===== src/rtl/ds_pkg.sv =====
// Shared helpers for the data-strobe link.
package ds_pkg;
    // Next strobe level: toggle when the new data bit repeats the old one.
    function automatic logic strobe_next(input logic cur_strb,
                                         input logic old_data,
                                         input logic new_data);
        return cur_strb ^ (old_data ~^ new_data);
    endfunction
endpackage


===== src/rtl/ds_bit_timer.sv =====
// Bit-period timer: counts DIV system clocks and flags the last one.
// Assumes DIV >= 2. A clear restarts the period at count zero.
module ds_bit_timer #(
    parameter int DIV = 4
) (
    input  logic clk,
    input  logic rst_n,
    input  logic clr_i,
    input  logic run_i,
    output logic tick_o
);
    localparam int CNT_W = $clog2(DIV);

    logic [CNT_W-1:0] cnt;

    assign tick_o = run_i && !clr_i && (cnt == CNT_W'(DIV - 1));

    // Advance the period counter while running; wrap on tick.
    always_ff @(posedge clk) begin
        if (!rst_n)                cnt <= '0;
        else if (clr_i || tick_o)  cnt <= '0;
        else if (run_i)            cnt <= cnt + 1'b1;
    end
endmodule


===== src/rtl/ds_sync.sv =====
// Multi-flop synchronizer for one asynchronous line. Assumes STAGES >= 2.
// It resets to 0, which matches the idle level of the link.
module ds_sync #(
    parameter int STAGES = 2
) (
    input  logic clk,
    input  logic rst_n,
    input  logic d_i,
    output logic q_o
);
    logic [STAGES-1:0] chain;

    // Shift the asynchronous level through the flop chain.
    always_ff @(posedge clk) begin
        if (!rst_n) chain <= '0;
        else        chain <= {chain[STAGES-2:0], d_i};
    end

    assign q_o = chain[STAGES-1];
endmodule


===== src/rtl/ds_encoder.sv =====
// Transmit half. On an accepted start it sends W bits, LSB first, for DIV
// clocks each. The data line carries each bit. The strobe line toggles
// when a bit repeats the previous one. The previous bit is the current
// data level, which resets to 0. Requests while busy are dropped.
module ds_encoder #(
    parameter int W   = 8,
    parameter int DIV = 4
) (
    input  logic         clk,
    input  logic         rst_n,
    input  logic         start_i,
    input  logic [W-1:0] word_i,
    output logic         data_o,
    output logic         strb_o,
    output logic         busy_o
);
    import ds_pkg::*;

    localparam int IDX_W = $clog2(W);

    logic             accept;
    logic             tick;
    logic             last_bit;
    logic [W-2:0]     pend;
    logic [IDX_W-1:0] idx;

    assign accept   = start_i && !busy_o;
    assign last_bit = (idx == IDX_W'(W - 1));

    ds_bit_timer #(.DIV(DIV)) u_timer (
        .clk    (clk),
        .rst_n  (rst_n),
        .clr_i  (accept),
        .run_i  (busy_o),
        .tick_o (tick)
    );

    // Load a word, step one bit per period, and drive both lines.
    always_ff @(posedge clk) begin
        if (!rst_n) begin
            data_o <= 1'b0;
            strb_o <= 1'b0;
            busy_o <= 1'b0;
            pend   <= '0;
            idx    <= '0;
        end else if (accept) begin
            busy_o <= 1'b1;
            data_o <= word_i[0];
            strb_o <= strobe_next(strb_o, data_o, word_i[0]);
            pend   <= word_i[W-1:1];
            idx    <= '0;
        end else if (busy_o && tick) begin
            if (last_bit) begin
                busy_o <= 1'b0;
            end else begin
                data_o <= pend[0];
                strb_o <= strobe_next(strb_o, data_o, pend[0]);
                pend   <= pend >> 1;
                idx    <= idx + 1'b1;
            end
        end
    end
endmodule


===== src/rtl/ds_decoder.sv =====
// Receive half. It synchronizes both lines and counts a bit on every change
// of their XOR, taking the bit value from the data line. After W bits it
// updates the word and pulses valid for one cycle. Assumes the bit period
// is at least 4 clocks and that the lines idle low after reset.
module ds_decoder #(
    parameter int W      = 8,
    parameter int STAGES = 2
) (
    input  logic         clk,
    input  logic         rst_n,
    input  logic         data_i,
    input  logic         strb_i,
    output logic [W-1:0] word_o,
    output logic         valid_o
);
    localparam int IDX_W = $clog2(W);

    logic             s_data;
    logic             s_strb;
    logic             phase;
    logic             phase_q;
    logic             bit_evt;
    logic [W-2:0]     acc;
    logic [IDX_W-1:0] cnt;

    ds_sync #(.STAGES(STAGES)) u_sync_data (
        .clk (clk), .rst_n (rst_n), .d_i (data_i), .q_o (s_data)
    );
    ds_sync #(.STAGES(STAGES)) u_sync_strb (
        .clk (clk), .rst_n (rst_n), .d_i (strb_i), .q_o (s_strb)
    );

    assign phase   = s_data ^ s_strb;
    assign bit_evt = phase ^ phase_q;

    // Remember the recovered clock phase to find its edges.
    always_ff @(posedge clk) begin
        if (!rst_n) phase_q <= 1'b0;
        else        phase_q <= phase;
    end

    // Shift bits in on each event and close the word after W bits.
    always_ff @(posedge clk) begin
        if (!rst_n) begin
            acc     <= '0;
            cnt     <= '0;
            word_o  <= '0;
            valid_o <= 1'b0;
        end else begin
            valid_o <= 1'b0;
            if (bit_evt) begin
                acc <= {s_data, acc[W-2:1]};
                if (cnt == IDX_W'(W - 1)) begin
                    cnt     <= '0;
                    word_o  <= {s_data, acc};
                    valid_o <= 1'b1;
                end else begin
                    cnt <= cnt + 1'b1;
                end
            end
        end
    end
endmodule


===== src/rtl/ds_link.sv =====
// Data-strobe link top: an independent encoder and decoder on one clock.
// The transmit pins and receive pins are separate so they can be looped
// back or joined to a remote peer.
module ds_link #(
    parameter int WORD_W      = 8,
    parameter int BIT_DIV     = 4,
    parameter int SYNC_STAGES = 2
) (
    input  logic              clk,
    input  logic              rst_n,
    input  logic              tx_start_i,
    input  logic [WORD_W-1:0] tx_word_i,
    output logic              tx_busy_o,
    output logic              tx_data_o,
    output logic              tx_strb_o,
    input  logic              rx_data_i,
    input  logic              rx_strb_i,
    output logic [WORD_W-1:0] rx_word_o,
    output logic              rx_valid_o
);
    ds_encoder #(.W(WORD_W), .DIV(BIT_DIV)) u_enc (
        .clk     (clk),
        .rst_n   (rst_n),
        .start_i (tx_start_i),
        .word_i  (tx_word_i),
        .data_o  (tx_data_o),
        .strb_o  (tx_strb_o),
        .busy_o  (tx_busy_o)
    );

    ds_decoder #(.W(WORD_W), .STAGES(SYNC_STAGES)) u_dec (
        .clk     (clk),
        .rst_n   (rst_n),
        .data_i  (rx_data_i),
        .strb_i  (rx_strb_i),
        .word_o  (rx_word_o),
        .valid_o (rx_valid_o)
    );
endmodule


===== config.mk =====
export PLATFORM = sky130hd
export DESIGN_NAME = ds_link
export DESIGN_NICKNAME = d
export VERILOG_FILES = /design/src/rtl/ds_pkg.sv /design/src/rtl/ds_bit_timer.sv /design/src/rtl/ds_sync.sv /design/src/rtl/ds_encoder.sv /design/src/rtl/ds_decoder.sv /design/src/rtl/ds_link.sv
export SDC_FILE = /design/constraint.sdc
export NUM_CORES = 1
export LEC_CHECK = 0
export ABC_AREA = 0
export BUFFER_PORTS_ARGS = -buffer_cell sky130_fd_sc_hd__clkbuf_2
export CAP_MARGIN = 20
export CORE_MARGIN = 2
export CORE_UTILIZATION = 45
export DETAILED_ROUTE_END_ITERATION = 10
export PLACE_DENSITY = 0.66
export SLEW_MARGIN = 20
export SYNTH_ARGS = -nofsm -noshare
export SYNTH_HDL_FRONTEND = slang
export SYNTH_HIERARCHICAL = 1
export SYNTH_SLANG_ARGS = --single-unit

===== constraint.sdc =====
create_clock -name clk -period 2.85 [get_ports clk]
set_input_delay 0.285 -clock clk [delete_from_list [all_inputs] [get_ports clk]]
set_output_delay 0.285 -clock clk [all_outputs]
set_load 0.01 [all_outputs]

==> metrics.cfg, run 1 <==
[worst_setup_path]
crit_required_ps=3130
cp-end-kind=flop
crit_fanout=18
path_cells=nand2b_4 > inv_1 > nor2_1 > nand3b_1 > o22ai_1 > mux2i_1
crit_arrival_ps=2270
cp_slowest_cell=dfxtp_1
start_kind=flop
crit_path_max_incr_delay_ps=480
cp_top_family=simple AND/OR/NAND/NOR gates
critical_path_buf_inv_count=1
worst-setup-path-type=flop to flop

[drt]
drt_iter0_drc=33
vias=1204
postRouteAntennaNets=0
wirelength_mm=2.643
drcViolationCount=0
vias_per_cell=5.017
wire_per_inst_um=11.01
drt_first_pass_iters=4

[global_routing]
globalRouteTotalUtil_pct=15.07
grt_pass1_vias=1160
grt_overflow_total=0
grt_max_degree=49
grt_antenna_before_repair=0
grt_pass1_wl_mm=4.788

[layout]
area_delta_synth_final_pct=9.126
fin_util_pct=52.09
fin_nets=211
antenna_cells=0
instances_no_fill=240
drive_gt1_share_pct=21.13

[pwr]
swShare_pct=25.28
p_sw_w=0.0002342
pwr-share-seq_pct=62.4
clkPwrFrac_pct=29.1
p_int_w=0.0006921
power_frac_comb_pct=8.5
power.density_nw_per_um2=524.7
leakage_nw=0.7759
vdd_drop_max_mv=0.2237

[clock_network]
cts_post_setup_buffers_inserted=0
clock_latency_ps=340
cts_tree=built
cts_sinks=39
clk_pin_slew_ps=110
cts_hold_buf=0
ctsResizeCount=0
cts_root_buf=clkbuf_4
cts_buffers=5
clk_path_buf_depth=2
cts_htree_levels=2

[synth]
netlist_area_um2=1618
synth_edf_count=0
synth_xor_area_share_pct=3.712
synthAdderAreaFrac_pct=3.867
ys_warn_count=6
syn_nets=190
ys_async_sr_fraction_pct=0
synthMuxAreaShare_pct=5.568
synth.most_common_cell=nand2_1
synth_top_family_by_area=simple AND/OR/NAND/NOR gates
ys_top_cells_by_count=nand2_1 (40), dfxtp_1 (39), o21ai_0 (12)
synth_compound_area_share_pct=11.91
synth_top_area_cell=dfxtp_1
synthTopCellsByArea=dfxtp_1 (48%), nand2_1 (9.3%), mux2i_1 (5.6%), ha_1 (3.9%), o21ai_0 (3.7%)
yosysSeqAreaShare_pct=48.26
syn_avg_cell_area_um2=9.406
synthFlopType=dfxtp_1
synth.top_cell.area_share_pct=48.26
yosysUniqueCellTypes=33
synthSimpleGateAreaFrac_pct=21.27
syn_inst=172
ys_ff_latch=39

[timing]
layout_setup_ws_ps=859.2
fmax_mhz=502.3
skew_ps=11.03
worst_pin_slew_ps=814.0
slew_violations=0
post-route-period-util_pct=69.85
hold_violations=0
setup_violations=0
maxSlewHeadroom_pct=45.73
rsz0062_at_grt=no
layout_min_cycle_time_ps=1991
tns_ps=0

[floorplan]
core_um2=3390
die_x_um=63.96
die_area_um2=4091
start_util_pct=47.73
core.rowCount=21
die_h_um=63.96
io-pin-count=25

[run_status]
status=finished, final reports clean

[placed_design]
gp_congestion=0.7259
dp_hpwl_mm=1.891
port_buffers=24
place_ws_ps=845.0
placed_cells=232

[flow_run]
max_cap_viol_count=0

[hold_path]
worstHoldPathType=primary input to flop

[registers in the layout, indices dropped and copies added, names as in the netlist]
name,flops
u_dec/u_sync_data/chain,2
u_enc/strb_o,1
u_dec/acc,7
u_enc/pend,7
u_dec/cnt,3
u_dec/word_o,8
u_enc/data_o,1
u_dec/valid_o,1
u_enc/u_timer/cnt,2
u_dec/u_sync_strb/chain,2
u_enc/idx,3
u_dec/phase_q,1
u_enc/busy_o,1
[worst paths after layout]
kind / startpoint / endpoint / slack, ps / depth (start not counted)
setup / recovery: u_enc/busy_o$_SDFFE_PN0P_ / u_enc/strb_o$_SDFFE_PN0P_ / 860 / 6
hold / removal: rx_strb_i / u_dec/u_sync_strb/chain[0]$_SDFF_PN0_ / 140 / 2
setup reg to reg: u_enc/busy_o$_SDFFE_PN0P_ / u_enc/strb_o$_SDFFE_PN0P_ / 860 / 6
hold reg to reg: u_dec/u_sync_strb/chain[0]$_SDFF_PN0_ / u_dec/u_sync_strb/chain[1]$_SDFF_PN0_ / 450 / 1
[logic make-up (layout without fill, tap and decap cells)]
kind of cell	after synthesis	after routing
AOI/OAI and AO/OA	32	32
xor gates and xnor gates	5	5
adders and majority gates	5	5
buffers and inverters	11	33
DFF	39	39
muxes	9	9
and+or+nand+nor	71	71
[per-stage QoR]
step / instance area [µm²] / power, W / hold WS [ps]
finish: 1765 / 0.0009262 / 143.4
detailed placement: 1712 / 0.0006700 / 419.3
global route: 1765 / 0.0009845 / 114.7
global placement: 1712 / 0.0006660 / 418.5
CTS: 1765 / 0.0009389 / 125.6
floorplan: 1618 / 0.0006567 / 406.7
[worst register-to-register path, cell delays in order, from the launching register on]
cell	delay (ps)
dfxtp_1	480
nand2b_4	300
inv_1	100
nor2_1	190
nand3b_1	340
o22ai_1	310
mux2i_1	210
[cells in the final DEF, fill, tap and decap left out, types with 2 or more instances in the layout]
master    netlist  layout
clkbuf_4        0       5
a21oi_2         3       3
a31oi_1         8       8
xor2_1          3       3
o21ai_0        12      12
nor2_1          3       3
nand3b_1        2       2
clkbuf_2        1      24
mux2i_1         9       9
dfxtp_1        39      39
o21ai_2         2       2
and2_1          5       5
nand2b_1        4       4
ha_1            5       5
nand2_1        40      40
nand3_1        11      11
o21ai_1         4       4
[metal layers]
layer	vias up	routed length [µm]	share of wire, %	global-route usage [%]
li1	624	-	-	-
met1	555	1163	44	15.14
met2	21	1329	50	27.60
met3	4	121	4.6	6.514
met4	0	28	1.1	4.891
met5	-	0	0	0
[power groups by stage]
stage / Sequential [W] / Combinational, W / Clock, W
2_1_floorplan: 0.000589 / 0.0000678 / 0
3_3_place_gp: 0.000589 / 0.0000770 / 0
3_5_place_dp: 0.000590 / 0.0000798 / 0
4_1_cts: 0.000578 / 0.0000797 / 0.000281
5_1_grt: 0.000581 / 0.0000889 / 0.000315
6_report: 0.000578 / 0.0000788 / 0.000270
[layout make-up]
type	count	area (µm²)
fillers	332	1624
multi-input cells	122	749.5
well taps	46	57.56
flip-flops and latches	39	780.7
clock inverters	2	12.51
repair buffers	24	120.1
clock buffers	6	41.29
inverters	1	3.754
No activity file was read; power rests on OpenSTA's default activity.
==> inputs of run 2 (changes only) <==
- PLACE_DENSITY: 0.66 -> 0.68
- clock period: 2.85 -> 1.7 ns (I/O delays scaled with it)
==> metrics.cfg, run 2 (synthesis results as in run 1) <==
[global_routing]
grt_pass1_wl_mm=5.050  ; was 4.788 mm
grt_max_degree=36  ; was 49
grt_antenna_before_repair=0  ; unchanged
grt_overflow_total=0  ; unchanged
grt_pass1_vias=1213  ; was 1,160
globalRouteTotalUtil_pct=15.93  ; was 15.07%

[placed_design]
port_buffers=24  ; unchanged
dp_hpwl_mm=2.104  ; was 1.891 mm
gp_congestion=0.7256  ; was 0.7259
place_ws_ps=176.2  ; was 845.0 ps
placed_area_um2=1754  ; was 1712 µm²

[drt]
vias_per_cell=5.148  ; was 5.017
drt_iter0_drc=72  ; was 33
drt_first_pass_iters=4  ; unchanged
drcViolationCount=0  ; unchanged
postRouteAntennaNets=0  ; unchanged
vias=1256  ; was 1,204
wirelength_mm=2.916  ; was 2.643 mm
wire_per_inst_um=11.95  ; was 11.01 µm

[floorplan]
core_um2=3390  ; unchanged
core.rowCount=21  ; unchanged
die_x_um=63.96  ; unchanged
start_util_pct=47.73  ; unchanged
die_area_um2=4091  ; unchanged
io-pin-count=25  ; unchanged
die_h_um=63.96  ; unchanged

[run_status]
status=finished, final reports clean  ; unchanged

[worst_setup_path]
worst-setup-path-type=flop to flop  ; unchanged
ff2ff_path_depth=3  ; was 6
cp-end-kind=flop  ; unchanged
r2r_end=u_dec/word_o[3]$_SDFFE_PN0P_  ; was u_enc/strb_o$_SDFFE_PN0P_
path_cells=xor3_2 > nand2_4 > mux2i_1  ; was nand2b_4 > inv_1 > nor2_1 > nand3b_1 > o22ai_1 > mux2i_1
timing.rr.start=u_dec/u_sync_data/chain[1]$_SDFF_PN0_  ; was u_enc/busy_o$_SDFFE_PN0P_
cp_top_family=XOR/XNOR gates  ; was simple AND/OR/NAND/NOR gates
crit_required_ps=1980  ; was 3130 ps
crit_path_max_incr_delay_ps=640  ; was 480 ps
crit_arrival_ps=1810  ; was 2270 ps
ff2ff_setup_slack_ps=170  ; was 860 ps
crit_fanout=22  ; was 18
critical_path_buf_inv_count=0  ; was 1
cp_slowest_cell=xor3_2  ; was dfxtp_1
start_kind=flop  ; unchanged

[timing]
hold_violations=0  ; unchanged
skew_ps=8.933  ; was 11.03 ps
layout_setup_ws_ps=171.7  ; was 859.2 ps
post-route-period-util_pct=89.90  ; was 69.85%
whs_ps=18.40  ; was 143.4 ps
layout_min_cycle_time_ps=1528  ; was 1991 ps
worst_pin_slew_ps=400.8  ; was 814.0 ps
fmax_mhz=654.3  ; was 502.3 MHz
rsz0062_at_grt=no  ; unchanged
setup_violations=0  ; unchanged
tns_ps=0  ; unchanged
slew_violations=0  ; unchanged
maxSlewHeadroom_pct=73.28  ; was 45.73%

[clock_network]
ctsResizeCount=0  ; unchanged
clk_pin_slew_ps=120  ; was 110 ps
clock_latency_ps=340  ; about the same
cts_htree_levels=2  ; unchanged
cts_root_buf=clkbuf_4  ; unchanged
cts_post_setup_buffers_inserted=0  ; unchanged
clk_path_buf_depth=2  ; unchanged
cts_hold_buf=0  ; unchanged
cts_tree=built  ; unchanged
cts_sinks=39  ; unchanged
cts_buffers=5  ; unchanged

[flow_run]
max_cap_viol_count=0  ; unchanged

[layout]
design_area_um2=1812  ; was 1765 µm²
fin_nets=215  ; was 211
largest_registers=u_dec/word_o x8, u_dec/acc x7, u_enc/pend x7  ; unchanged
drive_gt1_share_pct=23.23  ; was 21.13%
area_delta_synth_final_pct=11.99  ; was 9.126%
largest_reg_flops=8  ; unchanged
layout_commonest_cell=nand2_1  ; unchanged
layout_common_cells=nand2_1 (40), dfxtp_1 (39), clkbuf_2 (24)  ; unchanged
antenna_cells=0  ; unchanged
regMostFlops=u_dec/word_o  ; unchanged

[pwr]
leakage_nw=0.7980  ; was 0.7759 nW
vdd_drop_max_mv=0.5929  ; was 0.2237 mV
power.density_nw_per_um2=871.6  ; was 524.7 nW/µm²

[hold_path]
worstHoldEndpoint=u_dec/u_sync_strb/chain[0]$_SDFF_PN0_  ; unchanged
worstHoldStart=rx_strb_i  ; unchanged
worstHoldPathType=primary input to flop  ; unchanged
hold-path-cell-count=2  ; unchanged

-- run 2: changes by cell type in the layout (fill, tap and decap cells not counted), sizes merged --
cell	change
clkinvlp	+1
buf	+4
clkbuf	-1
-- run 2: routing by layer --
metal | up-vias | GRT usage [%] | routed length (µm)
met5 | - | 0 | 0
li1 | 631 | - | -
met3 | 7 | 4.225 | 155
met4 | 0 | 9.239 | 66
met2 | 35 | 28.39 | 1463
met1 | 583 | 16.69 | 1229
-- run 2: area by class of cell --
| type | instances | area [µm²] |
|---|---|---|
| fill | 313 | 1578 |
| sequential | 39 | 780.7 |
| multi-input combinational | 122 | 749.5 |
| timing repair buffer | 28 | 162.7 |
| tap | 46 | 57.56 |
| clock buffer | 5 | 37.54 |
| clock inverter | 3 | 20.02 |
| inverter | 1 | 3.754 |
-- run 2: power by group --
group	switching [W]	internal, W	total [W]
clock network	0.000307	0.000158	0.000465
registers	0.0000218	0.000946	0.000968
logic	0.0000830	0.0000635	0.000147
total	0.000412	0.00117	0.00158
-- run 2: metrics by stage --
step	std cells	power, W	utilization, %
after detailed placement	236	0.001137	51.75
after CTS	244	0.001598	53.45
after global placement	236	0.001124	51.75
after floorplan	172	0.001101	-
after global routing	244	0.001658	53.45
final	244	0.001579	53.45
-- run 2: worst max-delay path by stage --
stage               slack, ps                                  start  depth (start not counted)                            to
finish                    170  u_dec/u_sync_data/chain[1]$_SDFF_PN0_                          3  u_dec/word_o[3]$_SDFFE_PN0P_
global route               40  u_dec/u_sync_data/chain[1]$_SDFF_PN0_                          3  u_dec/word_o[3]$_SDFFE_PN0P_
CTS                       160  u_dec/u_sync_data/chain[1]$_SDFF_PN0_                          3  u_dec/word_o[3]$_SDFFE_PN0P_
detailed placement        180  u_dec/u_sync_data/chain[1]$_SDFF_PN0_                          3  u_dec/word_o[2]$_SDFFE_PN0P_
global placement          260  u_dec/u_sync_data/chain[1]$_SDFF_PN0_                          3  u_dec/word_o[2]$_SDFFE_PN0P_
floorplan                 170              u_enc/busy_o$_SDFFE_PN0P_                          8     u_enc/idx[0]$_SDFFE_PP0P_
-- run 2: worst register-to-register path: stages (launching register included) --
cell and delay (ps):
dfxtp_1 400, xor3_2 640, nand2_4 230, mux2i_1 200
==> inputs of run 3 (changes only) <==
- ABC_AREA: 0 -> 1
==> metrics.cfg, run 3 <==
[worst_setup_path]
ff2ff_setup_slack_ps=260  ; was 170 ps
crit_arrival_ps=1620  ; was 1810 ps
ff2ff_path_depth=10  ; was 3
crit_required_ps=1880  ; was 1980 ps
r2r_end=u_enc/data_o$_SDFFE_PN0P_  ; was u_dec/word_o[3]$_SDFFE_PN0P_
crit_fanout=10  ; was 22
cp-end-kind=flop  ; unchanged
worst-setup-path-type=flop to flop  ; unchanged
start_kind=flop  ; unchanged
timing.rr.start=u_enc/u_timer/cnt[0]$_SDFFE_PP0P_  ; was u_dec/u_sync_data/chain[1]$_SDFF_PN0_

[timing]
hold_violations=0  ; unchanged
rsz0062_at_grt=no  ; unchanged
tns_ps=0  ; unchanged
slew_violations=0  ; unchanged
fmax_mhz=694.3  ; was 654.3 MHz
layout_min_cycle_time_ps=1440  ; was 1528 ps
maxSlewHeadroom_pct=83.43  ; was 73.28%
worst_pin_slew_ps=248.3  ; was 400.8 ps
whs_ps=67.39  ; was 18.40 ps
post-route-period-util_pct=84.73  ; was 89.90%
skew_ps=7.915  ; was 8.933 ps
setup_violations=0  ; unchanged

[synth]
synthFlopType=dfxtp_1  ; unchanged
synth_top_area_cell=dfxtp_1  ; unchanged
synth_xor_area_share_pct=0.5069  ; was 3.712%
netlist_area_um2=1728  ; was 1618 µm²
synthAdderAreaFrac_pct=3.621  ; was 3.867%
synth.most_common_cell=nand2_1  ; unchanged
ys_ff_latch=39  ; unchanged
syn_nets=252  ; was 190
ys_top_cells_by_count=nand2_1 (64), dfxtp_1 (39), nor2_1 (30)  ; was nand2_1 (40), dfxtp_1 (39), o21ai_0 (12)
ys_async_sr_fraction_pct=0  ; unchanged
synth_compound_area_share_pct=4.924  ; was 11.91%
ys_warn_count=6  ; unchanged
syn_avg_cell_area_um2=7.384  ; was 9.406 µm²
synthMuxAreaShare_pct=0  ; was 5.568%
syn_inst=234  ; was 172
yosysUniqueCellTypes=23  ; was 33
synthSimpleGateAreaFrac_pct=35.77  ; was 21.27%
synthTopCellsByArea=dfxtp_1 (45%), nand2_1 (14%), nor2_1 (6.5%), inv_1 (6.3%), nand3_1 (4.6%)  ; was dfxtp_1 (48%), nand2_1 (9.3%), mux2i_1 (5.6%), ha_1 (3.9%), o21ai_0 (3.7%)
synth_top_family_by_area=simple AND/OR/NAND/NOR gates  ; unchanged
synth_edf_count=0  ; unchanged
synth.top_cell.area_share_pct=45.18  ; was 48.26%
yosysSeqAreaShare_pct=45.18  ; was 48.26%

[layout]
largest_reg_flops=8  ; unchanged
layout_commonest_cell=nand2_1  ; unchanged
instances_no_fill=313  ; was 244
design_area_um2=2017  ; was 1812 µm²
largest_registers=u_dec/word_o x8, u_dec/acc x7, u_enc/pend x7  ; unchanged
area_delta_synth_final_pct=16.73  ; was 11.99%
drive_gt1_share_pct=21.51  ; was 23.23%
antenna_cells=0  ; unchanged
layout_common_cells=nand2_1 (64), dfxtp_1 (39), nor2_1 (30)  ; was nand2_1 (40), dfxtp_1 (39), clkbuf_2 (24)
regMostFlops=u_dec/word_o  ; unchanged
fin_nets=282  ; was 215

[floorplan]
die_area_um2=4351  ; was 4091 µm²
io-pin-count=25  ; unchanged
die_x_um=65.97  ; was 63.96 µm
start_util_pct=46.85  ; was 47.73%
core_um2=3689  ; was 3390 µm²
die_h_um=65.97  ; was 63.96 µm
core.rowCount=22  ; was 21

[clock_network]
cts_post_setup_buffers_inserted=0  ; unchanged
clk_path_buf_depth=2  ; unchanged
clk_pin_slew_ps=70  ; was 120 ps
cts_tree=built  ; unchanged
clock_latency_ps=290  ; was 340 ps
ctsResizeCount=0  ; unchanged
cts_buffers=5  ; unchanged
cts_htree_levels=2  ; unchanged
cts_hold_buf=0  ; unchanged
cts_root_buf=clkbuf_8  ; was clkbuf_4
cts_sinks=39  ; unchanged

[drt]
drcViolationCount=0  ; unchanged
wire_per_inst_um=9.693  ; was 11.95 µm
wirelength_mm=3.034  ; was 2.916 mm
drt_iter0_drc=65  ; was 72
vias_per_cell=4.626  ; was 5.148
drt_first_pass_iters=4  ; unchanged
vias=1448  ; was 1,256
postRouteAntennaNets=0  ; unchanged

[global_routing]
grt_pass1_wl_mm=5.050  ; unchanged
grt_pass1_vias=1242  ; was 1,213
grt_overflow_total=0  ; unchanged
grt_max_degree=27  ; was 36
globalRouteTotalUtil_pct=15.13  ; was 15.93%
grt_antenna_before_repair=0  ; unchanged

[pwr]
power.density_nw_per_um2=982.6  ; was 871.6 nW/µm²
power_w=0.001982  ; was 0.001579 W
swShare_pct=25.08  ; was 26.07%
pwr-share-seq_pct=50.1  ; was 61.3%
power_frac_comb_pct=11.6  ; was 9.3%
p_int_w=0.001485  ; was 0.001167 W
vdd_drop_max_mv=0.6119  ; was 0.5929 mV
p_sw_w=0.0004970  ; was 0.0004117 W
clkPwrFrac_pct=38.3  ; was 29.4%
leakage_nw=1.007  ; was 0.7980 nW

[placed_design]
placed_cells=305  ; was 236
dp_hpwl_mm=2.183  ; was 2.104 mm
placed_area_um2=1904  ; was 1754 µm²
gp_congestion=0.8520  ; was 0.7256
port_buffers=24  ; unchanged

[hold_path]
worstHoldPathType=primary input to flop  ; unchanged
worstHoldEndpoint=u_dec/u_sync_data/chain[0]$_SDFF_PN0_  ; was u_dec/u_sync_strb/chain[0]$_SDFF_PN0_
worstHoldStart=rx_data_i  ; was rx_strb_i
hold-path-cell-count=3  ; was 2

[flow_run]
max_cap_viol_count=0  ; unchanged

[run_status]
status=finished, final reports clean  ; unchanged

run 3: cell types whose count changed after synthesis, sizes merged, moves of 3 or more:
cell and change:
nand2b -5, nand2 +27, mux2i -9, nand4 +9, inv +32, clkbuf -3
nand3 +9, and2 -5, nor2 +33, a31oi -4, o21ai -14
run 3: cell families (layout without fill, tap and decap cells):
family                     Yosys count  count (layout)
xor gates and xnor gates             1               1
AOI/OAI and AO/OA                   15              15
adders and majority gates            5               5
and+or+nand+nor                    134             134
DFF                                 39              39
buffers and inverters               40              71
run 3: worst max-delay path by stage:
stage / depth (start not counted) / end / start
2_1_floorplan: 10 / u_enc/pend[1]$_SDFFE_PN0P_ / u_enc/busy_o$_SDFFE_PN0P_
3_3_place_gp: 10 / u_enc/data_o$_SDFFE_PN0P_ / u_enc/u_timer/cnt[0]$_SDFFE_PP0P_
3_5_place_dp: 10 / u_enc/pend[1]$_SDFFE_PN0P_ / u_enc/u_timer/cnt[0]$_SDFFE_PP0P_
4_1_cts: 10 / u_enc/data_o$_SDFFE_PN0P_ / u_enc/u_timer/cnt[0]$_SDFFE_PP0P_
5_1_grt: 10 / u_enc/pend[1]$_SDFFE_PN0P_ / u_enc/u_timer/cnt[0]$_SDFFE_PP0P_
6_report: 10 / u_enc/data_o$_SDFFE_PN0P_ / u_enc/u_timer/cnt[0]$_SDFFE_PP0P_
run 3: stage by stage:
| stage | setup WS, ps | utilization [%] |
|---|---|---|
| finish | 259.6 | 54.68 |
| global route | 84.69 | 54.68 |
| CTS | 249.3 | 54.68 |
| detailed placement | 253.5 | 51.63 |
| global placement | 290.8 | 51.63 |
| floorplan | 39.32 | - |
run 3: worst max-delay path, stage by stage (launching register included):
cell and delay [ps]:
dfxtp_1 360, ha_1 160, nand2_1 80, nor2_1 160
nand2_2 90, nor2_4 90, inv_2 70, nand2_4 70
inv_2 80, o21ai_0 140, a21oi_1 50
run 3: final cells by class:
class,instances,area [µm²]
Timing Repair Buffer,30,165.2
Inverter,33,123.9
Clock buffer,5,68.82
Tap cell,48,60.06
Sequential cell,39,780.7
Fill cell,367,1672
Clock inverter,3,43.79
Multi-Input combinational cell,155,774.5
run 3: power by group through the flow:
stage          logic, W  clock network, W  registers (W)
2_1_floorplan  0.000177                 0        0.00101
3_3_place_gp   0.000226                 0        0.00101
3_5_place_dp   0.000232                 0        0.00101
4_1_cts        0.000233          0.000787       0.000992
5_1_grt        0.000266          0.000827       0.000999
6_report       0.000230          0.000759       0.000993
run 3: layer usage:
layer	vias up	wire [µm]	GRT usage, %
met3	4	134	4.600
li1	788	-	-
met1	627	1450	17.97
met4	0	29	6.122
met2	29	1419	25.38
met5	-	0	0
